[config.mk]
export PLATFORM = sky130hd
export DESIGN_NAME = pwm_nonoverlap_drv
export DESIGN_NICKNAME = d
export VERILOG_FILES = /design/src/rtl/pwm_drv_pkg.sv /design/src/rtl/pwm_dead_timer.sv /design/src/rtl/pwm_phase_fsm.sv /design/src/rtl/pwm_gate_decode.sv /design/src/rtl/pwm_nonoverlap_drv.sv
export SDC_FILE = /design/constraint.sdc
export NUM_CORES = 1
export LEC_CHECK = 0
export ABC_AREA = 1
export BUFFER_PORTS_ARGS = -buffer_cell sky130_fd_sc_hd__buf_2
export CAP_MARGIN = 0
export CORE_AREA = 2 2 39 41
export DETAILED_ROUTE_END_ITERATION = 8
export DIE_AREA = 0 0 41 43
export GPL_TIMING_DRIVEN = 0
export SYNTH_ARGS = -nofsm -noshare
export SYNTH_HDL_FRONTEND = slang
export SYNTH_HIERARCHICAL = 1
export SYNTH_SLANG_ARGS = --single-unit
[constraint.sdc]
create_clock -name clk -period 2.2 [get_ports clk]
set_input_delay 0.44 -clock clk [delete_from_list [all_inputs] [get_ports clk]]
set_output_delay 0.44 -clock clk [all_outputs]
set_load 0.1 [all_outputs]
[src/rtl/pwm_drv_pkg.sv]
package pwm_drv_pkg;

    localparam int unsigned SW_SLOW_HZ = 300_000;
    localparam int unsigned SW_FAST_HZ = 600_000;

    // Phase of the switching cycle; both enables are low except in HIGH/LOW
    typedef enum logic [2:0] {
        PH_IDLE  = 3'd0,
        PH_LEAD  = 3'd1,
        PH_HIGH  = 3'd2,
        PH_TRAIL = 3'd3,
        PH_LOW   = 3'd4
    } phase_e;

    typedef struct packed {
        logic hs;
        logic ls;
    } gate_t;

    typedef struct packed {
        logic tick;
        logic trip;
        logic halt;
    } evt_t;

    // System-clock cycles per switching period for the selected rate
    function automatic int unsigned sw_period_cycles(input int unsigned sys_hz,
                                                     input logic fast);
        return sys_hz / (fast ? SW_FAST_HZ : SW_SLOW_HZ);
    endfunction

    function automatic logic in_dead(input phase_e p);
        return (p == PH_LEAD) || (p == PH_TRAIL);
    endfunction

endpackage

[src/rtl/pwm_dead_timer.sv]
module pwm_dead_timer #(
    parameter int DEAD_CYC = 3
) (
    input  logic clk,
    input  logic rst,
    input  logic active,
    input  logic restart,
    output logic expired
);
    localparam int CNT_W = (DEAD_CYC > 1) ? $clog2(DEAD_CYC) : 1;
    localparam logic [CNT_W-1:0] LAST = CNT_W'(DEAD_CYC - 1);

    logic [CNT_W-1:0] cnt_q;

    always_ff @(posedge clk) begin
        if (rst) begin
            cnt_q <= '0;
        end else if (restart || !active) begin
            cnt_q <= '0;
        end else begin
            cnt_q <= cnt_q + 1'b1;
        end
    end

    assign expired = active && (cnt_q == LAST);
endmodule

[src/rtl/pwm_phase_fsm.sv]
module pwm_phase_fsm
    import pwm_drv_pkg::*;
(
    input  logic   clk,
    input  logic   rst,
    input  evt_t   evt,
    input  logic   expired,
    output phase_e cur,
    output phase_e nxt
);
    phase_e cur_q;

    always_comb begin
        nxt = cur_q;
        if (evt.halt) begin
            nxt = PH_IDLE;
        end else begin
            unique case (cur_q)
                PH_IDLE:  if (evt.tick) nxt = PH_LEAD;
                PH_LEAD:  if (expired)  nxt = PH_HIGH;
                PH_HIGH: begin
                    if (evt.tick)       nxt = PH_LEAD;
                    else if (evt.trip)  nxt = PH_TRAIL;
                end
                PH_TRAIL: begin
                    if (evt.tick)       nxt = PH_LEAD;
                    else if (expired)   nxt = PH_LOW;
                end
                PH_LOW:   if (evt.tick) nxt = PH_LEAD;
                default:                nxt = PH_IDLE;
            endcase
        end
    end

    always_ff @(posedge clk) begin
        if (rst) cur_q <= PH_IDLE;
        else     cur_q <= nxt;
    end

    assign cur = cur_q;
endmodule

[src/rtl/pwm_gate_decode.sv]
module pwm_gate_decode
    import pwm_drv_pkg::*;
(
    input  phase_e ph,
    output gate_t  gate
);
    always_comb begin
        gate.hs = (ph == PH_HIGH);
        gate.ls = (ph == PH_LOW);
    end
endmodule

[src/rtl/pwm_nonoverlap_drv.sv]
module pwm_nonoverlap_drv
    import pwm_drv_pkg::*;
#(
    parameter int DEAD_CYC = 3
) (
    input  logic clk,
    input  logic rst,
    input  logic sw_tick,
    input  logic trip,
    input  logic enable,
    input  logic fault,
    output logic hs_en,
    output logic ls_en
);
    evt_t   evt;
    phase_e ph_cur;
    phase_e ph_nxt;
    logic   dead_expired;
    gate_t  gate;

    always_comb begin
        evt.tick = sw_tick;
        evt.trip = trip;
        evt.halt = fault || !enable;
    end

    pwm_dead_timer #(.DEAD_CYC(DEAD_CYC)) u_timer (
        .clk     (clk),
        .rst     (rst),
        .active  (in_dead(ph_cur)),
        .restart (ph_nxt != ph_cur),
        .expired (dead_expired)
    );

    pwm_phase_fsm u_fsm (
        .clk     (clk),
        .rst     (rst),
        .evt     (evt),
        .expired (dead_expired),
        .cur     (ph_cur),
        .nxt     (ph_nxt)
    );

    pwm_gate_decode u_dec (
        .ph   (ph_cur),
        .gate (gate)
    );

    assign hs_en = gate.hs;
    assign ls_en = gate.ls;
endmodule

; ---- Word-level counts from Yosys, hierarchy flattened
; Cells that the tools add are included.
[totals]
out_inout_bits = 2
register_bits = 5
wordCells = 26
inputBits = 6
[op_classes]
eq_ne = 6
addsub = 1
n_mux = 8
reduce_logical = 9
[ops]
columns = op, count
row1 = 3-bit 2-to-1 mux, 7
row2 = 3-bit case mux with 4 select lines, 1
row3 = "3-bit by 2-bit == test with 1-bit output, second input constant", 2
row4 = 2-bit OR reduction, 2
row5 = "3-bit by 1-bit == test with 1-bit output, second input constant", 1
row6 = "3-bit == test, second input constant", 1
row7 = 3-bit logical NOT, 1
row8 = 1-bit logical OR, 3
row9 = 3-bit inequality test, 1
row10 = "2-bit by 1-bit adder with 2-bit output, second input constant", 1
row11 = "2-bit == test, second input constant", 1
row12 = 1-bit logical NOT, 2
row13 = 1-bit logical AND, 1

; ---- Longest topological paths before layout
; Gate-level depths: netlist of run 1.
[depth]
depth_word = 10
ltp_mapped = 16

; ---- Cells and area by module
; Netlist of run 1, hierarchy kept.
[by_module_without_submodules]
columns = mod, cells_per_inst, area_each_um2, seq_area_each_um2, n_inst
row1 = pwm_phase_fsm, 34, 211.5, 60.1, 1
row2 = pwm_dead_timer, 11, 83.8, 40.0, 1
row3 = pwm_nonoverlap_drv, 16, 66.3, 0.0, 1
row4 = pwm_gate_decode, 5, 18.8, 0.0, 1

; ---- Worst setup path after synthesis of run 1
; Ideal clock, no wire load.
[synth_path]
kind = register to output
start = reg u_fsm.cur_q[1] (netlist: u_fsm/cur[1])
end = out hs_en
arrival_ns = 1.746
path_slack_ns = 0.014
path_stages_with_launch = 3
n_path_buf = 0
cell_sequence = dfxtp_1 -> nand2_1 -> nor2_1
[synth_between]
elab_chain_cells = 1
[synth_lines]
columns = element, line_no
row1 = start: declaration, pwm_phase_fsm.sv:11  ; phase_e cur_q;
row2 = start signal: assignment, pwm_phase_fsm.sv:37  ; else cur_q <= nxt;
row3 = 3-bit by 2-bit == test with 1-bit output, pwm_gate_decode.sv:8  ; gate.hs = (ph == PH_HIGH);
row4 = end: declaration, pwm_nonoverlap_drv.sv:12  ; output logic hs_en,
; No other way between the ends.

; ---- Worst setup path in the final report of run 1
[layout_path]
start = reg u_fsm.cur_q[0] (netlist: u_fsm/cur[0])
end = reg u_timer.cnt_q[1]
[layout_between]
elab_chain_cells = 10
elab_cells_between_ends = 20
cone_classes = eq/ne: 5 / mux: 8 / reduce/logical: 7
[layout_lines]
columns = element, line_no
row1 = 3-bit by 1-bit == test with 1-bit output / 3-bit by 2-bit == test with 1-bit output (equally long branches), pwm_drv_pkg.sv:33  ; return (p == PH_LEAD) || (p == PH_TRAIL);
row2 = 1-bit logical OR *, pwm_drv_pkg.sv:33
row3 = 1-bit logical AND *, pwm_dead_timer.sv:25  ; assign expired = active && (cnt_q == LAST);
row4 = named net dead_expired, pwm_nonoverlap_drv.sv:18  ; logic dead_expired;
row5 = 3-bit 2-to-1 mux, pwm_phase_fsm.sv:27  ; else if (expired) nxt = PH_LOW;
row6 = 3-bit 2-to-1 mux, pwm_phase_fsm.sv:26  ; if (evt.tick) nxt = PH_LEAD;
row7 = 3-bit case mux with 4 select lines *, pwm_phase_fsm.sv:18  ; unique case (cur_q)
row8 = 3-bit 2-to-1 mux *, pwm_phase_fsm.sv:15  ; if (evt.halt) begin
row9 = named net ph_nxt[2], pwm_nonoverlap_drv.sv:17  ; phase_e ph_nxt;
row10 = 3-bit inequality test *, pwm_nonoverlap_drv.sv:31  ; .restart (ph_nxt != ph_cur),
row11 = 1-bit logical OR *, pwm_dead_timer.sv:18  ; end else if (restart || !active) begin
row12 = 2-bit OR reduction (no line) *, -
row13 = end signal: assignment, pwm_dead_timer.sv:21  ; cnt_q <= cnt_q + 1'b1;
row14 = end: declaration, pwm_dead_timer.sv:13  ; logic [CNT_W-1:0] cnt_q;
; Mark *: on every way through the listed nets, which the timed path passes. The rest lies on a longest branch.
; A chain may end at the register's enable or synchronous reset.

==> flow_summary.json, run 1 <==
{
  "rsz0062_at_grt": "no",
  "synth_edf_count": 0,
  "drtIter0Drc": 4,
  "maxCapViolCount": 0,
  "hpwl_um": 557,
  "drt-pass1-iter-count": 4,
  "cts.sinks": 5,
  "p_leak_nw": 0.234,
  "yosysMostFrequentCell": "inv_1",
  "met1_usage": 0.113,
  "synth.top_cell.area_share": 0.263,
  "fmax_mhz": 576,
  "grt_pass1_wl_mm": 1.19,
  "irDropWorstVdd_mv": 0.272,
  "num_io_pins": 8,
  "drtAntennaViolNets": 0,
  "min_path_type": "reg2reg",
  "yosys.area.top_type": "dfxtp_1",
  "hold_ws_ns": 0.413,
  "critPathBufInv": 5,
  "clock_path_buffers": 2,
  "rows": 14,
  "async_flop_share": 0,
  "path_cells": "inv_1 > nor2_1 > nand2_1 > inv_1 > nand2_1 > o21ai_1 > inv_1 > nor2_1 > inv_1 > nand2_1 > nand2_1 > nand3_1 > inv_1 > nand3_1 > nor2_1",
  "post_route_cells_drive_above_1_share": 0.208,
  "io_buffer_count": 7,
  "fin_crit_sh": 0.790,
  "crit_required_ns": 2.33,
  "dieHeight_um": 43,
  "wl_per_cell_um": 7.45,
  "dieWidth_um": 41,
  "postCtsSetupRepairBufs": 0,
  "postSynthCellCount": 66,
  "synth_seq_cells": 5,
  "cp-start-kind": "flip-flop",
  "dpl_cell_area_um2": 435,
  "worstSetupEndpointType": "flip-flop",
  "synthesis.area_um2": 380,
  "p_per_area_nw_per_um2": 467,
  "worstPathArrival_ns": 1.87,
  "crit_fanout": 9,
  "synthTopCellsByCount": "inv_1 (17), nand2_1 (16), nor2_1 (9)",
  "critPathSlowestCell": "dfxtp_1",
  "top_usage_layer": "met2",
  "period_minus_slack_ns": 1.74,
  "cts-hold-fix-buffers": 0,
  "finalNonFillerCells": 93,
  "cts_resized": 0,
  "critPathKind": "reg2reg",
  "status": "finished, final reports clean",
  "overflow": 0,
  "slowest_delay_ns": 0.49,
  "design_area_um2": 462,
  "synth-main-ff-cell": "dfxtp_1",
  "die_area_um2": 1760,
  "ys_types": 16,
  "cts_max_level": 1,
  "finalClockSkew_ns": 0.00134,
  "yosysWarnings": 6,
  "cpLargestDelayFamily": "simple AND/OR/NAND/NOR gates",
  "grt.total_usage": 0.0995,
  "tritoncts": "yes",
  "wl_um": 693,
  "max_slew_margin": 0.680,
  "drc": 0,
  "grt_max_degree": 10,
  "worst_pin_slew_ns": 0.483,
  "clk_pin_slew_ns": 0.04,
  "grt_pass1_vias": 326,
  "dp_cells": 89,
  "avgSynthCellArea_um2": 5.76,
  "clk-insertion-delay-late_ns": 0.24,
  "finalSetupViolCount": 0,
  "syn_nets": 73,
  "gp_congestion": 0.753,
  "initial_utilization": 0.275,
  "critPathMostFrequentCell": "inv_1",
  "antenna_found_initial": 0,
  "avgViaCountPerCell": 4.15,
  "synth.area.top_cells": "dfxtp_1 (26%), inv_1 (17%), nand2_1 (16%), nor2_1 (8.9%), nand3_1 (6.6%)",
  "slew_violations": 0,
  "area_growth_pct": 21.4,
  "utilization": 0.334,
  "vias": 386,
  "fin_setup_tns_ns": 0,
  "grt_use_met2": 0.153,
  "nets": 85,
  "cts_root_buf": "clkbuf_4",
  "hold_viol": 0,
  "ys_seq_area_frac": 0.263,
  "grt_use_met3": 0.0314,
  "numCtsBuffers": 3,
  "num_antenna_cells": 0,
  "core_area_um2": 1380
}
-- area by class of cell --
cell class                 count  area, um2
tap                           16       20.0
sequential                     5        100
inverter                      19       71.3
clock buffer                   4       26.3
fill                         161        922
multi-input combinational     42        209
timing repair buffer           7       35.0
-- layout by cell type, fill, tap and decap left out --
cell type	synthesis	routed
buf_2	0	7
clkbuf_1	0	1
clkbuf_4	0	3
dfxtp_1	5	5
ha_1	1	1
inv_1	17	17
inv_2	2	2
nand2_1	16	16
nand2_2	1	1
nand3_1	5	5
nand3_2	1	1
nand4_1	2	2
nor2_1	9	9
nor2_2	1	1
nor3_2	1	1
o211ai_1	1	1
o21ai_1	2	2
or2_1	1	1
xnor2_1	1	1
-- sequential cells by signal, summed over array words and instances, names as in the netlist --
signal / count
u_timer/cnt_q: 2
u_fsm/cur: 3
-- report_power, final --
group          total [mW]  switching, mW  internal (mW)
Combinational      0.0195         0.0107        0.00880
Sequential         0.0934        0.00151         0.0919
Clock               0.103         0.0342         0.0683
-- routing by layer --
metal	wire, um	part of all wire
met5	0	0
met4	0	0
met3	37	0.053
met2	325	0.47
met1	330	0.48
-- kinds of logic (layout without fill, tap and decap cells) --
group | count (synthesis) | after routing | share of synthesized area
AND/OR/NAND/NOR | 37 | 37 | 0.447
buffers and inverters | 19 | 30 | 0.188
flip-flops | 5 | 5 | 0.263
AO/OA/AOI/OAI | 3 | 3 | 0.0461
adder cells (fa/ha/maj) | 1 | 1 | 0.0329
XOR/XNOR | 1 | 1 | 0.0230
-- final timing paths --
kind,start,end,cells after the start,slack (ns)
worst max-delay path,u_fsm/cur[0]$_SDFF_PP0_,u_timer/cnt_q[1]$_SDFF_PP0_,15,0.46
worst max register to register,u_fsm/cur[0]$_SDFF_PP0_,u_timer/cnt_q[1]$_SDFF_PP0_,15,0.46
worst min-delay path,u_timer/cnt_q[0]$_SDFF_PP0_,u_timer/cnt_q[0]$_SDFF_PP0_,1,0.41
worst min register to register,u_timer/cnt_q[0]$_SDFF_PP0_,u_timer/cnt_q[0]$_SDFF_PP0_,1,0.41
-- through the flow --
step | setup slack [ns] | total power [mW]
4_1_cts | 0.446 | 0.223
3_5_place_dp | 0.456 | 0.115
3_3_place_gp | 0.458 | 0.114
6_report | 0.463 | 0.215
5_1_grt | 0.208 | 0.232
2_1_floorplan | 0.0141 | 0.107
Power figures use the tool's default switching activity.
==> run 2: changes to the inputs <==
Clock period 2.2 ns to 1.5 ns, I/O delays scaled along.
==> run 2 against run 1 <==
  * Non-clock buffer count up 8
  * Sequential power increased by 43%
  * Via count up 12%
  * Hold slack got worse by 0.15 ns
  * Cell area rose by 33%
==> flow_summary.json, run 2 (same netlist as run 1, synthesis figures left out) <==
{
  "status": "finished, final reports clean",
  "p_int_mw": 0.254,
  "grt_use_met3": 0.0157,
  "numCtsBuffers": 3,
  "drtIter0Drc": 8,
  "period_minus_slack_ns": 1.48,
  "crit_required_ns": 1.67,
  "initial_utilization": 0.275,
  "dieWidth_um": 41,
  "nets": 93,
  "fin_crit_sh": 0.986,
  "cpLargestDelayFamily": "simple AND/OR/NAND/NOR gates",
  "p_leak_nw": 0.281,
  "p_per_area_nw_per_um2": 531,
  "overflow": 0,
  "grt_pass1_vias": 321,
  "fin_ws_ns": 0.0205,
  "die_area_um2": 1760,
  "slowest_delay_ns": 0.37,
  "irDropWorstVdd_mv": 0.401,
  "dieHeight_um": 43,
  "clk-insertion-delay-late_ns": 0.24,
  "path_cells": "nor2_4 > nand2_2 > inv_2 > nand2_1 > nand2_1 > nand3_2 > nand2_2 > inv_2 > xnor2_1 > nand3_1 > inv_1 > nand3_2 > nor2_1",
  "min_path_type": "in2reg",
  "antenna_found_initial": 0,
  "worstSetupEndpointType": "flip-flop",
  "worstPathArrival_ns": 1.65,
  "cts-hold-fix-buffers": 0,
  "rsz0062_at_grt": "yes",
  "seq_power_share": 0.412,
  "fillers": 136,
  "wl_per_cell_um": 8.21,
  "cts.sinks": 5,
  "drt-pass1-iter-count": 4,
  "slew_violations": 0,
  "hpwl_um": 565,
  "top_usage_layer": "met1",
  "grt_max_degree": 9,
  "swShare": 0.221,
  "maxCapViolCount": 0,
  "largest_register_ffs": 3,
  "critPathSlowestCell": "dfxtp_2",
  "fmax_mhz": 676,
  "worst_pin_slew_ns": 0.281,
  "finalSetupViolCount": 0,
  "grt_use_met2": 0.150,
  "critPathKind": "reg2reg",
  "crit_fanout": 6,
  "drtAntennaViolNets": 0,
  "io_buffer_count": 7,
  "final_common_cell": "nand2_1",
  "place_ws_ns": -0.155,
  "avgViaCountPerCell": 4.30,
  "drc": 0,
  "area_growth_pct": 61.2,
  "post_route_cells_drive_above_1_share": 0.506,
  "clk_pin_slew_ns": 0.04,
  "grt_pass1_wl_mm": 1.30,
  "tritoncts": "yes",
  "grt.total_usage": 0.108,
  "wl_um": 829,
  "max_slew_margin": 0.812,
  "p_sw_mw": 0.0721,
  "cts_root_buf": "clkbuf_4",
  "num_io_pins": 8,
  "cp-start-kind": "flip-flop",
  "clockPowerShare": 0.461,
  "clock_path_buffers": 2,
  "vias": 434,
  "power_mw": 0.326,
  "critPathBufInv": 3,
  "core_area_um2": 1380,
  "gp_congestion": 0.726,
  "cts_max_level": 1,
  "p_comb_frac": 0.127,
  "final_cell_mix": "nand2_1 (14), inv_1 (12), buf_4 (8)",
  "met1_usage": 0.152,
  "hold_viol": 0,
  "rows": 14,
  "num_antenna_cells": 0,
  "finalClockSkew_ns": 0.00228
}
[run 2: power by group through the flow]
stage	combinational [mW]	clock (mW)	sequential, mW
4_1_cts	0.0381	0.157	0.134
6_report	0.0413	0.150	0.134
2_1_floorplan	0.0181	0	0.139
5_1_grt	0.0464	0.172	0.134
3_3_place_gp	0.0286	0	0.139
3_5_place_dp	0.0289	0	0.139
[run 2: stage by stage]
stage / cells / setup TNS [ns] / util / cell area, um2 / hold WS (ns)
final: 101 / 0 / 0.443 / 613 / 0.264
after global routing: 101 / -0.288 / 0.443 / 613 / 0.261
after CTS: 100 / -0.0156 / 0.404 / 559 / 0.262
after detailed placement: 89 / -0.304 / 0.326 / 452 / 0.406
after global placement: 89 / -0.281 / 0.326 / 452 / 0.402
after floorplan: 66 / 0 / - / 397 / 0.359
[run 2: what timing repair did]
action	CTS	global route
endpoints found under the hold margin	0	0
buffers inserted	7	1
gates resized for setup	14	13
cloned	0	0
pin swaps	6	8
endpoints found under the setup margin	4	5
[run 2: routing by layer]
metal | share of wire | vias up
met5 | 0 | -
li1 | - | 235
met1 | 0.45 | 188
met3 | 0.025 | 2
met2 | 0.50 | 9
met4 | 0.021 | 0
[run 2: layout make-up]
class                      count  area, um2  area share
multi-input combinational     42        263       0.429
timing repair buffer          15        125       0.204
sequential                     5        108       0.176
inverter                      19       71.3       0.116
clock buffer                   4       26.3      0.0429
tap                           16       20.0      0.0327
[run 2: worst reg2reg max path: cells and delay by family (launching register included)]
family | cells | cell delay (ns)
AND/OR/NAND/NOR | 9 | 0.72
XOR/XNOR | 1 | 0.14
flip-flops | 1 | 0.37
buffers and inverters | 3 | 0.19
[run 2: worst paths after layout]
check                           cells after the start  slack [ns]                          end                   startpoint
worst max-delay path                               13        0.02  u_timer/cnt_q[0]$_SDFF_PP0_      u_fsm/cur[2]$_SDFF_PP0_
worst min-delay path                                2        0.26      u_fsm/cur[0]$_SDFF_PP0_                          rst
worst max register to register                     13        0.02  u_timer/cnt_q[0]$_SDFF_PP0_      u_fsm/cur[2]$_SDFF_PP0_
worst min register to register                      1        0.40  u_timer/cnt_q[0]$_SDFF_PP0_  u_timer/cnt_q[0]$_SDFF_PP0_
==> run 3: changes to the inputs <==
--- a/config.mk
+++ b/config.mk
@@ -7,4 +7,5 @@
 export LEC_CHECK = 0
 export ABC_AREA = 1
+export ABC_CLOCK_PERIOD_IN_PS = 1500
 export BUFFER_PORTS_ARGS = -buffer_cell sky130_fd_sc_hd__buf_2
 export CAP_MARGIN = 0
==> constraint.sdc (replaced) <==
create_clock -name clk -period 1.5 [get_ports clk]
set_input_delay 0.225 -clock clk [delete_from_list [all_inputs] [get_ports clk]]
set_output_delay 0.225 -clock clk [all_outputs]
set_load 0.1 [all_outputs]
==> run 3 against run 2 <==
  * Power is 2.5% higher
  * The run now ends with setup timing left
  * Flip-flop and latch count unchanged
  * Setup slack worse by 0.025 ns
==> flow_summary.json, run 3 (same netlist as run 1, synthesis figures left out) <==
{
  "grt_use_met3": 0.0314,
  "reg2reg_depth": 14,
  "area_growth_pct": 63.8,
  "cts_max_level": 1,
  "drtIter0Drc": 5,
  "r2r-end": "u_timer/cnt_q[0]$_SDFF_PP0_",
  "nets": 98,
  "drtAntennaViolNets": 0,
  "fin_ws_ns": -0.00462,
  "dieWidth_um": 41,
  "io_buffer_count": 7,
  "period_minus_slack_ns": 1.50,
  "grt_pass1_wl_mm": 1.55,
  "violations": "setup timing",
  "grt_max_degree": 9,
  "met1_usage": 0.158,
  "rsz0062_at_grt": "yes",
  "hold_path_depth": 2,
  "core_area_um2": 1380,
  "drc": 0,
  "p_leak_nw": 0.299,
  "slew_violations": 0,
  "tritoncts": "yes",
  "initial_utilization": 0.275,
  "cts-hold-fix-buffers": 0,
  "overflow": 0,
  "num_antenna_cells": 0,
  "wl_um": 919,
  "max_slew_margin": 0.785,
  "fmax_mhz": 665,
  "clk_pin_slew_ns": 0.04,
  "wl_per_cell_um": 8.67,
  "final_cell_mix": "nand2_1 (14), buf_4 (14), inv_1 (12)",
  "worstReg2RegStart": "u_fsm/cur[0]$_SDFF_PP0_",
  "hold_path.startpoint": "rst",
  "min_to": "u_fsm/cur[0]$_SDFF_PP0_",
  "avgViaCountPerCell": 4.39,
  "irDropWorstVdd_mv": 0.435,
  "hold_viol": 0,
  "p_per_area_nw_per_um2": 536,
  "status": "complete, but fails checks",
  "crit_required_ns": 1.68,
  "finalSetupViolCount": 1,
  "finalClockSkew_ns": 0.00294,
  "crit_fanout": 4,
  "critPathSlowestCell": "dfxtp_4",
  "r2r_slack_ns": -0.005,
  "num_io_pins": 8,
  "worst_pin_slew_ns": 0.321,
  "cts_root_buf": "clkbuf_4",
  "gp_congestion": 0.764,
  "utilization": 0.450,
  "worstPathArrival_ns": 1.68,
  "drt-pass1-iter-count": 4,
  "numCtsBuffers": 3,
  "grt_use_met2": 0.194,
  "grt_pass1_vias": 406,
  "top_usage_layer": "met2",
  "cts.sinks": 5,
  "cp-start-kind": "flip-flop",
  "hold_ws_ns": 0.193,
  "largest_register_ffs": 3,
  "critPathKind": "reg2reg",
  "antenna_found_initial": 0,
  "fin_crit_sh": 1.00,
  "grt.total_usage": 0.130,
  "min_path_type": "in2reg",
  "post_route_cells_drive_above_1_share": 0.533,
  "die_area_um2": 1760,
  "vias": 465,
  "path_cells": "inv_2 > nor2_4 > nand2_2 > inv_2 > nand2_2 > o21ai_1 > inv_1 > nor2_2 > nand2_1 > nand2_1 > nand3_1 > inv_1 > nand3_2 > nor2_1",
  "slowest_delay_ns": 0.36,
  "clk-insertion-delay-late_ns": 0.24,
  "worstSetupEndpointType": "flip-flop",
  "maxCapViolCount": 0,
  "hpwl_um": 562,
  "dieHeight_um": 43,
  "clock_path_buffers": 2,
  "rows": 14
}
-- run 3: cell count changes in the layout (fill, tap and decap cells not counted) --
cell	before	now
xnor2_2	0	1
buf_4	8	14
o21ai_2	1	0
buf_6	0	1
nor2_2	3	5
xnor2_1	1	0
buf_12	2	0
o21ai_1	1	2
nor2_4	3	1
-- run 3: layer usage --
| metal | routed length [um] | part of all wire |
|---|---|---|
| met5 | 0 | 0 |
| met4 | 35 | 0.038 |
| met3 | 24 | 0.026 |
| met2 | 474 | 0.52 |
| met1 | 386 | 0.42 |
-- run 3: critical path: cells and delay by family (launching register included) --
family / cells / cell delay [ns]
and+or+nand+nor: 9 / 0.69
DFF: 1 / 0.36
buffers and inverters: 4 / 0.27
AOI/OAI and AO/OA: 1 / 0.13
-- run 3: how the worst max path moves through the flow --
stage | start | endpoint | cells past startpoint
2_1_floorplan | u_fsm/cur[1]$_SDFF_PP0_ | hs_en | 2
5_1_grt | u_timer/cnt_q[0]$_SDFF_PP0_ | u_timer/cnt_q[0]$_SDFF_PP0_ | 15
6_report | u_fsm/cur[0]$_SDFF_PP0_ | u_timer/cnt_q[0]$_SDFF_PP0_ | 14
4_1_cts | u_fsm/cur[0]$_SDFF_PP0_ | u_timer/cnt_q[1]$_SDFF_PP0_ | 14
3_3_place_gp | u_fsm/cur[0]$_SDFF_PP0_ | u_timer/cnt_q[0]$_SDFF_PP0_ | 14
3_5_place_dp | u_fsm/cur[0]$_SDFF_PP0_ | u_timer/cnt_q[0]$_SDFF_PP0_ | 15
-- run 3: power breakdown --
part | switching (mW) | internal, mW | total (mW)
combinational | 0.0222 | 0.0233 | 0.0455
clock | 0.0528 | 0.100 | 0.153
sequential | 0.00156 | 0.134 | 0.135
-- run 3: cell type report --
| class | instances | area (um2) |
|---|---|---|
| clock buffer | 4 | 26.3 |
| fill | 143 | 761 |
| timing repair buffer | 20 | 141 |
| inverter | 19 | 71.3 |
| sequential | 5 | 108 |
| multi-input combinational | 42 | 256 |
| tap | 16 | 20.0 |
-- run 3: stage by stage --
step                       TNS, ns  cells  power (mW)  setup WS [ns]  cell area (um2)
after floorplan            -0.0367     66       0.157        -0.0367              387
after global placement      -0.254     89       0.168         -0.128              442
after detailed placement    -0.329     89       0.168         -0.165              442
after CTS                 -0.00420    103       0.335       -0.00420              563
after global routing        -0.344    106       0.358         -0.166              623
final                     -0.00462    106       0.334       -0.00462              623
-- run 3: timing repair --
| action | CTS | global route |
|---|---|---|
| setup buffers | 10 | 3 |
| pin swaps | 13 | 8 |
| endpoints found under the setup margin | 4 | 4 |
| gates resized for setup | 12 | 11 |
